===== src/rtl/comp_util_pkg.sv =====
package comp_util_pkg;
  localparam int unsigned SET_W         = 16;
  localparam int unsigned SAMPLE_PERIOD = 100;
  localparam int unsigned CNT_W         = 13;
  localparam int unsigned CNT_MAX       = 4096;
  localparam int unsigned CNT_MID       = 2048;

  typedef struct packed {
    logic benefit;
    logic mispredict;
    logic relocate;
  } util_evt_t;
endpackage


===== src/rtl/set_sampler.sv =====
module set_sampler #(
  parameter int unsigned SET_W  = 16,
  parameter int unsigned PERIOD = 100
) (
  input  logic [SET_W-1:0] set_idx,
  output logic             sampled
);
  localparam logic [SET_W-1:0] PERIOD_V = SET_W'(PERIOD);

  always_comb begin
    sampled = ((set_idx % PERIOD_V) == '0);
  end
endmodule


===== src/rtl/util_counter.sv =====
module util_counter #(
  parameter int unsigned CNT_W   = 13,
  parameter int unsigned CNT_MAX = 4096,
  parameter int unsigned CNT_INIT = 2048
) (
  input  logic             clk,
  input  logic             rst_n,
  input  logic             inc,
  input  logic [1:0]       dec,
  output logic [CNT_W-1:0] cnt_d,
  output logic             cnt_load,
  output logic [CNT_W-1:0] cnt_q
);
  localparam int unsigned SW = CNT_W + 2;
  localparam logic signed [SW-1:0] MAX_S = SW'(CNT_MAX);

  logic signed [SW-1:0] cur_s;
  logic signed [SW-1:0] delta_s;
  logic signed [SW-1:0] sum_s;

  always_comb begin
    cur_s   = $signed({2'b00, cnt_q});
    delta_s = $signed(SW'(inc)) - $signed(SW'(dec));
    sum_s   = cur_s + delta_s;
    cnt_load = inc | (|dec);
    if (sum_s < 0) begin
      cnt_d = '0;
    end else if (sum_s > MAX_S) begin
      cnt_d = CNT_W'(CNT_MAX);
    end else begin
      cnt_d = sum_s[CNT_W-1:0];
    end
  end

  always_ff @(posedge clk or negedge rst_n) begin
    if (!rst_n) begin
      cnt_q <= CNT_W'(CNT_INIT);
    end else if (cnt_load) begin
      cnt_q <= cnt_d;
    end
  end
endmodule


===== src/rtl/policy_hyst.sv =====
module policy_hyst #(
  parameter int unsigned CNT_W  = 13,
  parameter int unsigned THRESH = 2048,
  parameter bit          EN_INIT = 1'b1
) (
  input  logic             clk,
  input  logic             rst_n,
  input  logic             load,
  input  logic [CNT_W-1:0] cnt_d,
  output logic             en_q
);
  localparam logic [CNT_W-1:0] ON_LVL  = CNT_W'(THRESH);
  localparam logic [CNT_W-1:0] OFF_LVL = CNT_W'(THRESH - 1);

  logic en_d;

  always_comb begin
    en_d = en_q;
    if (cnt_d >= ON_LVL) begin
      en_d = 1'b1;
    end else if (cnt_d < OFF_LVL) begin
      en_d = 1'b0;
    end
  end

  always_ff @(posedge clk or negedge rst_n) begin
    if (!rst_n) begin
      en_q <= EN_INIT;
    end else if (load) begin
      en_q <= en_d;
    end
  end
endmodule


===== src/rtl/comp_util_ctrl.sv =====
module comp_util_ctrl
  import comp_util_pkg::*;
#(
  parameter int unsigned P_SET_W   = SET_W,
  parameter int unsigned P_PERIOD  = SAMPLE_PERIOD,
  parameter int unsigned P_CNT_W   = CNT_W,
  parameter int unsigned P_CNT_MAX = CNT_MAX,
  parameter int unsigned P_CNT_MID = CNT_MID
) (
  input  logic               clk,
  input  logic               rst_n,
  input  logic               req_valid,
  input  logic [P_SET_W-1:0] req_set,
  output logic               req_compress,
  output logic               req_sampled,
  input  logic [P_SET_W-1:0] evt_set,
  input  logic               evt_benefit,
  input  logic               evt_mispredict,
  input  logic               evt_relocate,
  output logic [P_CNT_W-1:0] util_count,
  output logic               policy_en
);
  util_evt_t          evt;
  logic               evt_sampled;
  logic               inc;
  logic [1:0]         dec;
  logic [P_CNT_W-1:0] cnt_d;
  logic               cnt_load;

  set_sampler #(.SET_W(P_SET_W), .PERIOD(P_PERIOD)) u_req_samp (
    .set_idx (req_set),
    .sampled (req_sampled)
  );

  set_sampler #(.SET_W(P_SET_W), .PERIOD(P_PERIOD)) u_evt_samp (
    .set_idx (evt_set),
    .sampled (evt_sampled)
  );

  always_comb begin
    evt.benefit    = evt_benefit;
    evt.mispredict = evt_mispredict;
    evt.relocate   = evt_relocate;
    inc = evt_sampled & evt.benefit;
    dec = evt_sampled ? ({1'b0, evt.mispredict} + {1'b0, evt.relocate}) : 2'b00;
  end

  util_counter #(.CNT_W(P_CNT_W), .CNT_MAX(P_CNT_MAX), .CNT_INIT(P_CNT_MID)) u_cnt (
    .clk      (clk),
    .rst_n    (rst_n),
    .inc      (inc),
    .dec      (dec),
    .cnt_d    (cnt_d),
    .cnt_load (cnt_load),
    .cnt_q    (util_count)
  );

  policy_hyst #(.CNT_W(P_CNT_W), .THRESH(P_CNT_MID), .EN_INIT(1'b1)) u_pol (
    .clk   (clk),
    .rst_n (rst_n),
    .load  (cnt_load),
    .cnt_d (cnt_d),
    .en_q  (policy_en)
  );

  always_comb begin
    req_compress = req_valid & (req_sampled | policy_en);
  end
endmodule


===== config.mk =====
export PLATFORM = sky130hd
export DESIGN_NAME = comp_util_ctrl
export DESIGN_NICKNAME = d
export VERILOG_FILES = /design/src/rtl/comp_util_pkg.sv /design/src/rtl/set_sampler.sv /design/src/rtl/util_counter.sv /design/src/rtl/policy_hyst.sv /design/src/rtl/comp_util_ctrl.sv
export SDC_FILE = /design/constraint.sdc
export NUM_CORES = 1
export LEC_CHECK = 0
export ABC_CLOCK_PERIOD_IN_PS = 12850
export BUFFER_PORTS_ARGS = -buffer_cell sky130_fd_sc_hd__buf_4
export CAP_MARGIN = 10
export CORE_ASPECT_RATIO = 2
export CORE_UTILIZATION = 50
export CTS_CLUSTER_DIAMETER = 100
export DETAILED_ROUTE_END_ITERATION = 16
export PLACE_DENSITY_LB_ADDON = 0.05
export SYNTH_ARGS = -nofsm -noshare
export SYNTH_HDL_FRONTEND = slang
export SYNTH_HIERARCHICAL = 1
export SYNTH_SLANG_ARGS = --single-unit

===== constraint.sdc =====
create_clock -name clk -period 12.85 [get_ports clk]
set_input_delay 2.57 -clock clk [delete_from_list [all_inputs] [get_ports clk]]
set_output_delay 2.57 -clock clk [all_outputs]
set_load 0.05 [all_outputs]

==> results.sh, run 1 <==
export IMPL_grt_max_degree=25
export IMPL_yosys_register_bits=14
export IMPL_grt_use_met1_pct=26.4
export IMPL_postCtsHoldBufs=0
export IMPL_gr_total_overflow=0
export IMPL_cp_end_kind="register"
export IMPL_cts_htree_levels=1
export IMPL_fin_crit_sh_pct=93.9
export IMPL_grt_pass1_wl_mm=31.5
export IMPL_synth_largest_area_cell="dfrtp_1"
export IMPL_post_cts_buffers=0
export IMPL_async_reset_ff_share_pct=100
export IMPL_n_antenna_cell=0
export IMPL_synthCells=811
export IMPL_ios=54
export IMPL_crit_path_top_delay_cell="or4_1"
export IMPL_grt_setup_unrepaired="false"
export IMPL_setup_viol=0
export IMPL_avgViaCountPerCell=6.98
export IMPL_avgSynthCellArea_sq_um=7.82
export IMPL_synthTopCellsByArea="dfrtp_1, nand2_1, ha_1, nor2_1, nand3_1"
export IMPL_critPathMaxFanout=24
export IMPL_grt_met3_usage_pct=1.86
export IMPL_worst_slew_pin_slew_ns=0.898
export IMPL_dp_hpwl_mm=15.8
export IMPL_switching_share_pct=57.7
export IMPL_p_seq_share_pct=5.7
export IMPL_multi_input_area_sq_um=5530
export IMPL_leakagePower_uw=0.00259
export IMPL_clock_power_share_pct=5.5
export IMPL_clock_skew_final_ns=0.00469
export IMPL_gp_congestion=0.973
export IMPL_synth_seq_area_share_pct=5.56
export IMPL_ctsResizeCount=0
export IMPL_die_area_sq_um=13200
export IMPL_ir_drop_mv=0.145
export IMPL_syn_nets=869
export IMPL_io_buffers=53
export IMPL_path_buf_inv=4
export IMPL_ys_types=118
export IMPL_drive_above_1_share_pct=22.1
export IMPL_start_util_pct=51.7
export IMPL_utilization_pct=54.8
export IMPL_p_comb_share_pct=88.8
export IMPL_maxSlewHeadroom_pct=40.1
export IMPL_timing_worst_setup_path_type="in2reg"
export IMPL_internal_power_uw=470
export IMPL_clk_latency_ns=0.25
export IMPL_regArea_sq_um=353
export IMPL_finalSetupTns_ns=0
export IMPL_p_per_area_nw_per_um2=165
export IMPL_syn_area_sq_um=6340
export IMPL_maxCapViolations=0
export IMPL_cts_tree="built"
export IMPL_crit_family="compound AO/OA/AOI/OAI gates"
export IMPL_start_kind="input pin"
export IMPL_ys_flop_type="dfrtp_1"
export IMPL_grt_total_usage_pct=29.7
export IMPL_hp_class="reg2reg"
export IMPL_first_iter_violations=277
export IMPL_antenna_found_initial=0
export IMPL_synth_common_cells="nand2_1, nor2_1, inv_1, nand3_1, a21oi_1"
export IMPL_drt_first_pass_iters=5
export IMPL_period_minus_slack_ns=12.06
export IMPL_drc=0
export IMPL_synth_top_area_share_pct=4.73
export IMPL_synth_edf_count=0
export IMPL_cp_required_ns=13.01
export IMPL_power_switching_uw=640
export IMPL_top_usage_layer="met2"
export IMPL_cts_num_sinks=14
export IMPL_cts_clk_slew_worst_paths_ns=0.04
export IMPL_maxSlewViolCount=0
export IMPL_fp_row_count=57
export IMPL_yosys_warnings=6
export IMPL_fin_nets=887
export IMPL_numCtsBuffers=3
export IMPL_area_delta_synth_final_pct=6.00
export IMPL_cts_buffer_depth=2
export IMPL_wl_mm=19.2
export IMPL_met2_usage_pct=58.0
export IMPL_grt_pass1_vias=6749
export IMPL_n_fill_cell=1197
export IMPL_cts_root_buf="clkbuf_16"
export IMPL_die_h_um=161
export IMPL_coreArea_sq_um=12300
export IMPL_status="complete, no violations"
export IMPL_fmax_mhz=82.9
export IMPL_wl_per_cell_um=19.7
export IMPL_hold_viol=0
export IMPL_crit_arrival_ns=12.22
export IMPL_ant_nets=0
export IMPL_via_count=6804
export IMPL_synth_most_common_cell="nand2_1"
export IMPL_crit_path_max_incr_delay_ns=0.49
export IMPL_die_w_um=81.6
[worst register-to-register path, stage by stage (launching register included)]
cell       delay (ns)
dfrtp_1          0.39
ha_1             0.41
a2111oi_0        0.45
o21ai_1          0.23
nand2_1          0.19
mux2_8           0.39
nor4b_4          0.32
a41oi_4          0.37
nor3_1           0.29
nand4_1          0.15
o32ai_2          0.27
[area by class of cell]
type / instances / share of cell area (%)
Sequential cell: 14 / 5.25
Timing Repair Buffer: 55 / 6.14
Tap cell: 147 / 2.74
Inverter: 44 / 2.46
Multi-Input combinational cell: 711 / 82.2
Clock buffer: 4 / 1.17
[state kept, by name, indices dropped and copies added, names as in the netlist]
name / flops
u_cnt/cnt_q: 13
u_pol/en_q: 1
[worst paths after layout]
| path | to | startpoint | slack, ns | depth (start not counted) |
|---|---|---|---|---|
| max | u_pol/en_q | evt_set[14] | 0.79 | 36 |
| max in group asynchronous | u_cnt/cnt_q[11] | rst_n | 10.44 | 1 |
| min in group asynchronous | u_cnt/cnt_q[4] | rst_n | 2.16 | 1 |
| min reg2reg | u_cnt/cnt_q[11] | u_cnt/cnt_q[11] | 0.49 | 2 |
| min | u_cnt/cnt_q[11] | u_cnt/cnt_q[11] | 0.49 | 2 |
| max reg2reg | u_pol/en_q | u_cnt/cnt_q[6] | 9.30 | 10 |
[power by group through the flow]
stage          registers (uW)  logic [uW]  clock network, uW
6_report                 63.0         987               61.1
3_3_place_gp             63.1         951                  0
5_1_grt                  64.9        1070               65.6
4_1_cts                  63.3         975               62.1
2_1_floorplan            87.5         768                  0
3_5_place_dp             63.5         972                  0
[metal layers]
metal  vias up  part of all wire (%)  wire length (um)
met2       244                    57             10900
met3       110                   2.8               539
met5         -                     0                 0
li1       3234                     -                 -
met4         0                   7.9              1520
met1      3216                    33              6260
[placed cells by master (no fill, tap or decap), types with 6 or more instances in the layout]
master	synthesis	routed
nand2_1	73	73
nor2_1	59	59
buf_4	6	55
inv_1	40	40
nand3_1	33	33
a21oi_1	27	27
nor3_1	26	25
o21ai_0	23	23
ha_1	19	19
o21ai_1	19	19
xnor2_1	13	13
xor2_1	13	13
a31oi_1	13	13
and3_1	12	12
dfrtp_1	12	12
mux2i_1	12	12
o22ai_1	12	12
o211ai_1	11	11
o2111ai_1	11	11
nand4_1	10	10
a211o_1	10	10
nand2b_1	9	9
a21oi_2	9	9
a211oi_1	9	9
o31ai_1	9	9
nor2b_1	9	9
or2_1	8	8
a22oi_1	8	8
o22a_1	8	8
o221ai_1	8	8
o21a_1	7	7
a21o_1	7	7
and2_1	6	6
nor3_4	6	6
o21bai_1	6	6
a31o_1	6	6
and4_1	6	6
[through the flow]
stage	total power, uW	cell area, sq um	setup WS [ns]	hold slack (ns)	cells
after floorplan	855	6340	1.56	0.593	811
after global placement	1010	6640	0.962	0.506	971
after detailed placement	1040	6640	0.688	0.485	971
after CTS	1100	6720	0.924	0.491	975
after global routing	1200	6720	0.171	0.508	975
final	1110	6720	0.788	0.489	975
[cell families (layout without fill, tap and decap cells)]
family | Yosys count | count (layout) | synth area share, %
simple gates | 311 | 311 | 27.9
fa+ha+maj | 28 | 28 | 5.41
compound gates | 328 | 328 | 46.9
mux | 16 | 16 | 2.84
buf+inv | 86 | 103 | 7.34
xor+xnor | 28 | 28 | 4.10
flops | 14 | 14 | 5.56
Power figures use the tool's default switching activity.
==> inputs of run 2 (changes only) <==
ABC_CLOCK_PERIOD_IN_PS = 12450   (was 12850)
clock period = 12.45 ns   (was 12.85 ns; I/O delays follow)
==> run 2 against run 1 <==
Compared with the run above: wire length is 0.98% higher; non-clock buffer count is 3 higher; critical path depth stayed put; die area stayed put; final cell count is 0.31% higher; sequential share of layout area hardly changed; critical endpoint unchanged; clock skew is 0.0011 ns lower; total power is 5.3% higher; worst setup slack worse by 0.099 ns; cell area is 0.61% higher; count of clock-buffer cells in the layout stayed put; combinational power is 5% higher.
==> results.sh, run 2 (synthesis gave the netlist of run 1 again) <==
export IMPL_regArea_sq_um=353
export IMPL_status="complete, no violations"
export IMPL_final_common_cell="nand2_1"
export IMPL_final_cell_count_no_fill=978
export IMPL_timing_worst_setup_path_type="in2reg"
export IMPL_ir_drop_mv=0.133
export IMPL_gr_total_overflow=0
export IMPL_regToRegSetupSlack_ns=9.06
export IMPL_io_buffers=53
export IMPL_r2r_start="u_cnt/cnt_q[6]"
export IMPL_cts_tree="built"
export IMPL_hp_class="reg2reg"
export IMPL_crit_path_max_incr_delay_ns=0.51
export IMPL_via_count=6785
export IMPL_worst_slew_pin_slew_ns=0.884
export IMPL_die_h_um=161
export IMPL_p_comb_share_pct=88.6
export IMPL_grt_setup_unrepaired="false"
export IMPL_period_minus_slack_ns=11.76
export IMPL_cts_num_sinks=14
export IMPL_maxCapViolations=0
export IMPL_multi_input_area_sq_um=5540
export IMPL_ant_nets=0
export IMPL_setup_viol=0
export IMPL_crit_path_top_delay_cell="or4_1"
export IMPL_design_area_sq_um=6760
export IMPL_critPathMaxFanout=24
export IMPL_cts_buffer_depth=2
export IMPL_die_area_sq_um=13200
export IMPL_crit_arrival_ns=11.92
export IMPL_gp_congestion=0.975
export IMPL_start_util_pct=51.7
export IMPL_largest_register="u_cnt/cnt_q"
export IMPL_start_kind="input pin"
export IMPL_fp_row_count=57
export IMPL_crit_family="compound AO/OA/AOI/OAI gates"
export IMPL_cts_clk_slew_worst_paths_ns=0.05
export IMPL_p_per_area_nw_per_um2=173
export IMPL_ios=54
export IMPL_drt_first_pass_iters=5
export IMPL_grt_total_usage_pct=29.6
export IMPL_worstHoldEndpoint="u_cnt/cnt_q[11]"
export IMPL_grt_max_degree=25
export IMPL_r2r_end="u_pol/en_q"
export IMPL_cp_end_kind="register"
export IMPL_maxSlewHeadroom_pct=41.0
export IMPL_p_seq_share_pct=5.6
export IMPL_reg_top3="u_cnt/cnt_q: 13 flops, u_pol/en_q: 1 flops"
export IMPL_clk_latency_ns=0.25
export IMPL_hp_start="u_cnt/cnt_q[11]"
export IMPL_numCtsBuffers=3
export IMPL_coreArea_sq_um=12300
export IMPL_finalPower_uw=1170
export IMPL_cp_required_ns=12.61
export IMPL_internal_power_uw=500
export IMPL_grt_pass1_wl_mm=31.5
export IMPL_grt_pass1_vias=6851
export IMPL_wl_mm=19.4
export IMPL_fmax_mhz=85.0
export IMPL_hold_viol=0
export IMPL_power_switching_uw=669
export IMPL_largest_reg_flops=13
export IMPL_maxSlewViolCount=0
export IMPL_clock_skew_final_ns=0.00363
export IMPL_dp_cells=972
export IMPL_wl_per_cell_um=19.9
export IMPL_postCtsHoldBufs=0
export IMPL_cts_root_buf="clkbuf_16"
export IMPL_post_dp_cell_area_sq_um=6650
export IMPL_n_antenna_cell=0
export IMPL_final_cell_mix="nand2_1, nor2_1, buf_4, inv_1, nand3_1"
export IMPL_antenna_found_initial=0
export IMPL_path_buf_inv=4
export IMPL_path_depth=36
export IMPL_die_w_um=81.6
export IMPL_dp_hpwl_mm=16.0
export IMPL_timing_hold_ws_ns=0.492
export IMPL_fin_crit_sh_pct=94.5
export IMPL_leakagePower_uw=0.00261
export IMPL_finalSetupTns_ns=0
export IMPL_first_iter_violations=262
export IMPL_switching_share_pct=57.2
export IMPL_fin_nets=890
export IMPL_area_delta_synth_final_pct=6.65
export IMPL_clock_power_share_pct=5.8
export IMPL_drc=0
export IMPL_n_fill_cell=1183
export IMPL_drive_above_1_share_pct=22.9
export IMPL_avgViaCountPerCell=6.94
export IMPL_ff2ff_path_depth=10
export IMPL_holdPathStages=2
export IMPL_cts_htree_levels=1
-- run 2: final cells by class --
type / instances / share of cell area [%]
flip-flops and latches: 14 / 5.22
repair buffers: 58 / 6.44
well taps: 147 / 2.72
clock buffers: 4 / 1.31
multi-input cells: 711 / 81.9
inverters: 44 / 2.44
-- run 2: per-stage QoR --
| stage | worst slack [ns] | util (%) |
|---|---|---|
| 2_1_floorplan | 1.32 | - |
| 3_3_place_gp | 0.673 | 54.2 |
| 3_5_place_dp | 0.303 | 54.2 |
| 4_1_cts | 0.542 | 54.9 |
| 5_1_grt | 0.0263 | 55.1 |
| 6_report | 0.689 | 55.1 |
-- run 2: what timing repair did --
| action | in CTS | in global routing |
|---|---|---|
| setup endpoints to repair | 0 | 6 |
| setup buffers | 0 | 2 |
| gates resized for setup | 0 | 4 |
-- run 2: power by group through the flow --
stage	Sequential, uW	Clock [uW]	Combinational (uW)
floorplan	90.3	0	792
global placement	65.1	0	982
detailed placement	65.7	0	1010
CTS	65.2	68.6	1010
global route	67.0	69.9	1110
finish	65.3	67.9	1040
-- run 2: worst min-delay path: cells and delay by family (launching register included) --
kind	cells	cell delay [ns]
flip-flops	1	0.37
AO/OA/AOI/OAI	1	0.06
AND/OR/NAND/NOR	1	0.05
-- run 2: worst max-delay path by stage --
stage                      from            to  slack, ns
floorplan           req_set[15]  req_compress       1.32
global placement    evt_set[14]    u_pol/en_q       0.67
detailed placement  evt_set[14]    u_pol/en_q       0.30
CTS                 evt_set[14]    u_pol/en_q       0.54
global route        evt_set[14]    u_pol/en_q       0.03
finish              evt_set[14]    u_pol/en_q       0.69
-- run 2: layer usage --
layer	up-vias	routed length (um)	track usage [%]
met5	-	0	0
met4	0	1450	22.8
met3	101	529	2.32
met2	239	11000	58.7
met1	3212	6440	25.1
li1	3233	-	-
